[config.mk]
export PLATFORM = sky130hd
export DESIGN_NAME = stack_calc
export DESIGN_NICKNAME = d
export VERILOG_FILES = /design/src/rtl/stack_calc_pkg.sv /design/src/rtl/stack_store.sv /design/src/rtl/stack_alu.sv /design/src/rtl/stack_divider.sv /design/src/rtl/stack_calc.sv
export SDC_FILE = /design/constraint.sdc
export NUM_CORES = 1
export LEC_CHECK = 0
export BUFFER_PORTS_ARGS = -buffer_cell sky130_fd_sc_hd__buf_2
export CORE_MARGIN = 5
export CORE_UTILIZATION = 35
export DETAILED_ROUTE_END_ITERATION = 6
export HOLD_SLACK_MARGIN = 0.03
export PLACE_DENSITY = 0.47
export SLEW_MARGIN = 10
export SYNTH_ARGS = -nofsm -noshare
export SYNTH_HDL_FRONTEND = slang
export SYNTH_HIERARCHICAL = 1
export SYNTH_SLANG_ARGS = --single-unit
[constraint.sdc]
create_clock -name clk -period 25.6 [get_ports clk]
set_input_delay 1.28 -clock clk [delete_from_list [all_inputs] [get_ports clk]]
set_output_delay 1.28 -clock clk [all_outputs]
set_load 0.005 [all_outputs]
[src/rtl/stack_calc_pkg.sv]
package stack_calc_pkg;

   typedef enum logic [2:0] {
      OP_PUSH = 3'd0,
      OP_POP  = 3'd1,
      OP_ADD  = 3'd2,
      OP_SUB  = 3'd3,
      OP_MUL  = 3'd4,
      OP_DIV  = 3'd5,
      OP_RSV6 = 3'd6,
      OP_RSV7 = 3'd7
   } op_e;

   typedef enum logic [1:0] {
      ST_HOLD,
      ST_PUSH,
      ST_POP,
      ST_FOLD
   } st_op_e;

endpackage

[src/rtl/stack_store.sv]
module stack_store
   import stack_calc_pkg::*;
#(
   parameter int W     = 16,
   parameter int DEPTH = 16,
   localparam int AW   = (DEPTH > 1) ? $clog2(DEPTH) : 1,
   localparam int CW   = $clog2(DEPTH + 1)
) (
   input  logic          clk,
   input  logic          rst_n,
   input  st_op_e        op,
   input  logic [W-1:0]  wdata,
   output logic [W-1:0]  top,
   output logic [W-1:0]  next,
   output logic [CW-1:0] count
);

   localparam logic [CW-1:0] FULL = CW'(DEPTH);

   generate
      if (DEPTH < 2) begin : g_bad_depth
         $error("stack_store: DEPTH must be at least 2");
      end
      if (W < 2) begin : g_bad_width
         $error("stack_store: W must be at least 2");
      end
   endgenerate

   logic [W-1:0]  mem [DEPTH];
   logic [CW-1:0] cnt_q;

   always_ff @(posedge clk or negedge rst_n) begin
      if (!rst_n) begin
         cnt_q <= '0;
         for (int i = 0; i < DEPTH; i++) mem[i] <= '0;
      end else begin
         case (op)
            ST_PUSH: begin
               mem[AW'(cnt_q)] <= wdata;
               cnt_q <= cnt_q + CW'(1);
            end
            ST_POP: cnt_q <= cnt_q - CW'(1);
            ST_FOLD: begin
               mem[AW'(cnt_q - CW'(2))] <= wdata;
               cnt_q <= cnt_q - CW'(1);
            end
            default: ;
         endcase
      end
   end

   assign top   = (cnt_q == '0)     ? '0 : mem[AW'(cnt_q - CW'(1))];
   assign next  = (cnt_q < CW'(2))  ? '0 : mem[AW'(cnt_q - CW'(2))];
   assign count = cnt_q;

   AST_COUNT_BOUND: assert property (@(posedge clk) disable iff (!rst_n)
      cnt_q <= FULL);
   AST_PUSH_ROOM: assert property (@(posedge clk) disable iff (!rst_n)
      (op == ST_PUSH) |-> (cnt_q != FULL));
   AST_FOLD_PAIR: assert property (@(posedge clk) disable iff (!rst_n)
      (op == ST_FOLD) |-> (cnt_q >= CW'(2)));

endmodule

[src/rtl/stack_alu.sv]
module stack_alu
   import stack_calc_pkg::*;
#(
   parameter int W = 16
) (
   input  op_e          op,
   input  logic [W-1:0] top,
   input  logic [W-1:0] next,
   output logic [W-1:0] result
);

   always_comb begin
      case (op)
         OP_ADD:  result = top + next;
         OP_SUB:  result = top - next;
         OP_MUL:  result = top * next;
         default: result = '0;
      endcase
   end

endmodule

[src/rtl/stack_divider.sv]
module stack_divider #(
   parameter int W  = 16,
   localparam int KW = $clog2(W + 1)
) (
   input  logic         clk,
   input  logic         rst_n,
   input  logic         start,
   input  logic [W-1:0] dividend,
   input  logic [W-1:0] divisor,
   output logic         busy,
   output logic         done,
   output logic [W-1:0] quotient
);

   generate
      if (W < 2) begin : g_bad_width
         $error("stack_divider: W must be at least 2");
      end
   endgenerate

   function automatic logic [W-1:0] mag(input logic [W-1:0] v);
      return v[W-1] ? (~v + W'(1)) : v;
   endfunction

   logic           busy_q, done_q, neg_q;
   logic [KW-1:0]  cnt_q;
   logic [2*W-1:0] rq_q, rq_n, shifted;
   logic [W-1:0]   dsr_q, quo_q, hi;

   always_comb begin
      shifted = {rq_q[2*W-2:0], 1'b0};
      hi      = shifted[2*W-1:W];
      if (hi >= dsr_q) rq_n = {hi - dsr_q, shifted[W-1:1], 1'b1};
      else             rq_n = shifted;
   end

   always_ff @(posedge clk or negedge rst_n) begin
      if (!rst_n) begin
         busy_q <= 1'b0;
         done_q <= 1'b0;
         neg_q  <= 1'b0;
         cnt_q  <= '0;
         rq_q   <= '0;
         dsr_q  <= '0;
         quo_q  <= '0;
      end else if (start) begin
         busy_q <= 1'b1;
         done_q <= 1'b0;
         neg_q  <= dividend[W-1] ^ divisor[W-1];
         cnt_q  <= KW'(W);
         rq_q   <= {{W{1'b0}}, mag(dividend)};
         dsr_q  <= mag(divisor);
      end else if (busy_q) begin
         rq_q  <= rq_n;
         cnt_q <= cnt_q - KW'(1);
         if (cnt_q == KW'(1)) begin
            busy_q <= 1'b0;
            done_q <= 1'b1;
            quo_q  <= neg_q ? (~rq_n[W-1:0] + W'(1)) : rq_n[W-1:0];
         end
      end else begin
         done_q <= 1'b0;
      end
   end

   assign busy     = busy_q;
   assign done     = done_q;
   assign quotient = quo_q;

   AST_DIV_ONE_SHOT: assert property (@(posedge clk) disable iff (!rst_n)
      done_q |=> !done_q);
   AST_DIV_NO_RESTART: assert property (@(posedge clk) disable iff (!rst_n)
      busy_q |-> !start);

endmodule

[src/rtl/stack_calc.sv]
module stack_calc
   import stack_calc_pkg::*;
#(
   parameter int DATA_W = 16,
   parameter int DEPTH  = 16,
   localparam int CW    = $clog2(DEPTH + 1)
) (
   input  logic              clk,
   input  logic              rst_n,
   input  logic              cmd_valid,
   output logic              cmd_ready,
   input  logic [2:0]        cmd_op,
   input  logic [DATA_W-1:0] cmd_data,
   output logic              pop_valid,
   output logic [DATA_W-1:0] pop_data,
   output logic [DATA_W-1:0] tos,
   output logic [CW-1:0]     depth,
   output logic              err_overflow,
   output logic              err_underflow,
   output logic              err_divzero
);

   localparam logic [CW-1:0] FULL = CW'(DEPTH);
   localparam logic [CW-1:0] PAIR = CW'(2);

   generate
      if (DEPTH < 2) begin : g_bad_depth
         $error("stack_calc: DEPTH must be at least 2");
      end
   endgenerate

   op_e               op;
   st_op_e            st_op;
   logic [DATA_W-1:0] st_wdata, top_w, next_w, alu_r, div_q;
   logic [CW-1:0]     cnt;
   logic              accept, div_go, div_done, div_busy, div_pend_q;
   logic              ov_n, un_n, dz_n, pv_n;

   assign op        = op_e'(cmd_op);
   assign cmd_ready = !div_pend_q;
   assign accept    = cmd_valid && cmd_ready;

   stack_store #(.W(DATA_W), .DEPTH(DEPTH)) u_store (
      .clk   (clk),
      .rst_n (rst_n),
      .op    (st_op),
      .wdata (st_wdata),
      .top   (top_w),
      .next  (next_w),
      .count (cnt)
   );

   stack_alu #(.W(DATA_W)) u_alu (
      .op     (op),
      .top    (top_w),
      .next   (next_w),
      .result (alu_r)
   );

   stack_divider #(.W(DATA_W)) u_div (
      .clk      (clk),
      .rst_n    (rst_n),
      .start    (div_go),
      .dividend (next_w),
      .divisor  (top_w),
      .busy     (div_busy),
      .done     (div_done),
      .quotient (div_q)
   );

   always_comb begin
      st_op    = ST_HOLD;
      st_wdata = cmd_data;
      ov_n     = 1'b0;
      un_n     = 1'b0;
      dz_n     = 1'b0;
      pv_n     = 1'b0;
      div_go   = 1'b0;
      if (div_done) begin
         st_op    = ST_FOLD;
         st_wdata = div_q;
      end else if (accept) begin
         case (op)
            OP_PUSH: begin
               if (cnt == FULL) ov_n = 1'b1;
               else             st_op = ST_PUSH;
            end
            OP_POP: begin
               if (cnt == '0) un_n = 1'b1;
               else begin
                  st_op = ST_POP;
                  pv_n  = 1'b1;
               end
            end
            OP_ADD, OP_SUB, OP_MUL: begin
               if (cnt < PAIR) un_n = 1'b1;
               else begin
                  st_op    = ST_FOLD;
                  st_wdata = alu_r;
               end
            end
            OP_DIV: begin
               if (cnt < PAIR)        un_n   = 1'b1;
               else if (top_w == '0)  dz_n   = 1'b1;
               else                   div_go = 1'b1;
            end
            default: ;
         endcase
      end
   end

   always_ff @(posedge clk or negedge rst_n) begin
      if (!rst_n) begin
         div_pend_q    <= 1'b0;
         pop_valid     <= 1'b0;
         pop_data      <= '0;
         err_overflow  <= 1'b0;
         err_underflow <= 1'b0;
         err_divzero   <= 1'b0;
      end else begin
         if (div_go)        div_pend_q <= 1'b1;
         else if (div_done) div_pend_q <= 1'b0;
         pop_valid     <= pv_n;
         if (pv_n) pop_data <= top_w;
         err_overflow  <= ov_n;
         err_underflow <= un_n;
         err_divzero   <= dz_n;
      end
   end

   assign tos   = top_w;
   assign depth = cnt;

   AST_PUSH_TOP: assert property (@(posedge clk) disable iff (!rst_n)
      (accept && op == OP_PUSH && depth != FULL) |=>
         (tos == $past(cmd_data) && depth == $past(depth) + CW'(1)));
   AST_POP_DATA: assert property (@(posedge clk) disable iff (!rst_n)
      (accept && op == OP_POP && depth != '0) |=>
         (pop_valid && pop_data == $past(tos)));
   AST_FOLD_DEPTH: assert property (@(posedge clk) disable iff (!rst_n)
      (accept && (op == OP_ADD || op == OP_SUB || op == OP_MUL) && depth >= PAIR) |=>
         (depth == $past(depth) - CW'(1)));
   AST_DIV_STALL: assert property (@(posedge clk) disable iff (!rst_n)
      (accept && op == OP_DIV && depth >= PAIR && tos != '0) |=>
         (!cmd_ready && $stable(depth)));
   AST_DIV_BUSY_LINK: assert property (@(posedge clk) disable iff (!rst_n)
      div_busy |-> !cmd_ready);
   AST_NO_OVERFLOW: assert property (@(posedge clk) disable iff (!rst_n)
      (accept && op == OP_PUSH && depth == FULL) |=>
         (err_overflow && $stable(depth) && $stable(tos)));
   AST_UNDERFLOW: assert property (@(posedge clk) disable iff (!rst_n)
      (accept && op == OP_POP && depth == '0) |=>
         (err_underflow && depth == '0));
   AST_DIVZERO: assert property (@(posedge clk) disable iff (!rst_n)
      (accept && op == OP_DIV && depth >= PAIR && tos == '0) |=>
         (err_divzero && $stable(depth) && cmd_ready));
   AST_ONE_EVENT: assert property (@(posedge clk) disable iff (!rst_n)
      $onehot0({pop_valid, err_overflow, err_underflow, err_divzero}));

endmodule

==> flow_summary_export.csv <==
group,metric,value,unit
run_status,outcome,"finished clean",
route,drt-total-wl,91500,um
setup_path,critical_path.max_stage_delay,1.16,ns
setup_path,r2r-start,"u_store/count[0]",
logic_synthesis,synth_xor_area_frac,0.0423,
sta,setup_viol,0,
clock_network,path_clk_slew,0.06,ns
placement,gp_congestion,0.848,
sta,holdWs,0.493,ns
global_route,grt_use_total,0.221,
route,drc,0,
die,die_h,285,um
clock_network,h-tree-depth,2,
global_route,antenna_found_initial,1,
finish,layout_common_cells,"dfrtp_1 (349), mux2_2 (316), nand2_1 (214)",
logic_synthesis,synth-compound-area-share,0.116,
sta,fin_ws,14.46,ns
setup_path,regToRegSetupSlack,14.46,ns
global_route,grt_max_degree,80,
logic_synthesis,synth_top_family_by_area,"multiplexers",
finish,layout.nets,2824,
logic_synthesis,ys.flop_type,"dfrtp_1",
setup_path,crit_arrival,11.61,ns
logic_synthesis,syn_avg_cell_area,10.2,um^2
global_route,grt_pass1_vias,21528,
sta,slew_viol_final,0,
clock_network,clkLatencyLatePin,0.61,ns
setup_path,critPathMaxFanout,74,
clock_network,clock_path_buffers,3,
logic_synthesis,syn_inst,2603,
setup_path,endpoint,"u_store/mem[94]",
route,drt-initial-drc-count,1439,
logic_synthesis,synth_mux_area_frac,0.215,
setup_path,crit_start,"u_store/count[0]",
setup_path,rr_worst_depth,30,
sta,post-route-period-util,0.435,
logic_synthesis,ys_top_cells_by_area,"dfrtp_1 (33%), mux2_2 (13%), mux2i_1 (6.8%), fa_1 (6.2%), ha_1 (4.5%)",
worst_hold_path,hp-class,"register to register",
die,io_pins,64,
setup_path,start_kind,"register",
global_route,gr-total-overflow,0,
die,std_cell_rows,100,
clock_network,cts_made_buffers,45,
clock_network,ctsResizeCount,0,
sta,final-hold-violation-count,0,
logic_synthesis,yosys.area.top_type_share,0.334,
setup_path,cp.required,26.07,ns
worst_hold_path,hold_path_depth,2,
finish,final_common_cell,"dfrtp_1",
sta,setup_tns,0,ns
logic_synthesis,synth_edf_count,0,
setup_path,endpoint_kind,"register",
logic_synthesis,synth_nets,2802,
setup_path,cp_slowest_cell,"dfrtp_4",
logic_synthesis,yosys.area.top_type,"dfrtp_1",
die,core_area,0.0747,mm^2
finish,syn_to_final_growth,11.8,%
clock_network,tritoncts,"built",
logic_synthesis,synth_cell_type_count,82,
logic_synthesis,synth_area,0.0265,mm^2
logic_synthesis,ys_ff_latch,353,
setup_path,r2r-end,"u_store/mem[94]",
route,post_drt_wl_per_cell,25.3,um
route,drt_pass1_iterations,7,
sta,tightest_slew,1.22,ns
setup_path,critPathKind,"register to register",
die,fp.dieArea,0.0812,mm^2
run,max_cap_viol_count,0,
route,ant_nets,0,
clock_network,cts_num_sinks,353,
sta,clock.fmax,89.8,MHz
sta,maxSlewHeadroom,0.183,
logic_synthesis,synth-seq-area-share,0.334,
logic_synthesis,synth-simple-area-share,0.132,
sta,rsz0062_at_grt,"false",
clock_network,root_buffer,"clkbuf_16",
route,vias,20647,
logic_synthesis,yosysWarnings,6,
die,initial_core_util,0.354,
finish,nFillCells,7318,
route,viasPerCell,5.70,
finish,final_layout_size_suffix_gt1_frac,0.233,
placement,pre_cts_ws,14.52,ns
setup_path,cp_common_cell,"fa_1",
sta,min_period,11.14,ns
placement,port_buffers,63,
logic_synthesis,async_flop_share,1.00,
die,die_x,285,um
placement,hpwl,58800,um
global_route,grt_pass1_wl,138000,um
clock_network,post_cts_buffers,0,
logic_synthesis,synth_fa_ha_area_frac,0.107,
sta,fin_worst_skew,0.0216,ns
clock_network,holdBufCountCts,0,
==> area by class of cell <==
| cell class | instances | area [um^2] | share of cell area |
|---|---|---|---|
| repair buffers | 151 | 986 | 0.0333 |
| diodes | 1 | 2.50 | 0.0000846 |
| flip-flops and latches | 353 | 8840 | 0.299 |
| inverters | 154 | 578 | 0.0195 |
| well taps | 969 | 1210 | 0.0410 |
| clock inverters | 9 | 189 | 0.00638 |
| clock buffers | 66 | 1260 | 0.0427 |
| multi-input cells | 1920 | 16500 | 0.558 |
==> metal layers <==
| metal | part of all wire | vias up | track usage |
|---|---|---|---|
| met5 | 0 | - | 0 |
| met3 | 0.048 | 174 | 0.0286 |
| li1 | - | 9341 | - |
| met4 | 0.034 | 0 | 0.0742 |
| met2 | 0.50 | 587 | 0.387 |
| met1 | 0.42 | 10545 | 0.282 |
==> metrics by stage <==
step,area (um^2),utilization,std cells
detailed placement,28100,0.377,3547
global route,29600,0.396,3622
floorplan,26500,-,2603
finish,29600,0.396,3623
global placement,28100,0.377,3547
CTS,29600,0.396,3622
==> cells in the mapped netlist (16+ instances only) <==
master,n
o22ai_1,44
nand4_1,23
xor2_1,49
a2111oi_0,16
dfrtp_1,353
mux2_2,316
nand2b_1,38
nor2_1,82
o2111ai_1,20
nor2b_1,48
nand3_1,109
nor3_1,21
xnor2_1,75
o32ai_1,18
o211ai_1,22
mux2i_1,180
mux2_4,20
and3_1,20
a22o_1,18
clkbuf_1,99
inv_1,151
a21oi_1,50
ha_1,95
and2_1,72
nand2_1,214
buf_2,50
a22oi_1,16
o21ai_0,32
o21ai_1,46
fa_1,82
a211oi_1,27
a32oi_1,17
==> critical path: cells and delay by family (launching register included) <==
family / cells / cell delay, ns
AOI/OAI and AO/OA: 9 / 1.97
xor gates and xnor gates: 1 / 0.16
adders and majority gates: 8 / 3.65
buffers and inverters: 6 / 2.15
DFF: 1 / 1.16
muxes: 2 / 0.93
and+or+nand+nor: 4 / 0.84
==> flip-flops by register name, summed over array words and instances, names as in the netlist, 5 cells and up <==
name and cells:
pop_data 16, u_div/cnt_q 5, u_div/dsr_q 16, u_div/quotient 16
u_div/rq_q 31, u_store/count 5, u_store/mem 256
==> how the worst min path moves through the flow <==
stage          slack [ns]          startpoint            endpoint
3_3_place_gp         0.47  u_div/quotient[13]  u_div/quotient[13]
4_1_cts              0.50   u_div/quotient[5]   u_div/quotient[5]
6_report             0.49  u_div/quotient[11]  u_div/quotient[11]
3_5_place_dp         0.48   u_div/quotient[0]   u_div/quotient[0]
5_1_grt              0.51   u_div/quotient[8]   u_div/quotient[8]
2_1_floorplan        0.46   u_div/quotient[0]   u_div/quotient[0]
==> cells by family (layout without fill, tap and decap cells) <==
logic type / Yosys count / in the layout
AOI/OAI and AO/OA: 417 / 417
xor gates and xnor gates: 126 / 126
adders and majority gates: 177 / 177
buffers and inverters: 330 / 380
DFF: 353 / 353
muxes: 518 / 518
other: 0 / 1
and+or+nand+nor: 682 / 682
Power is left out: the tool's default activity adds up to more than one toggle a clock period on the data nets, which glitch-free logic cannot reach.
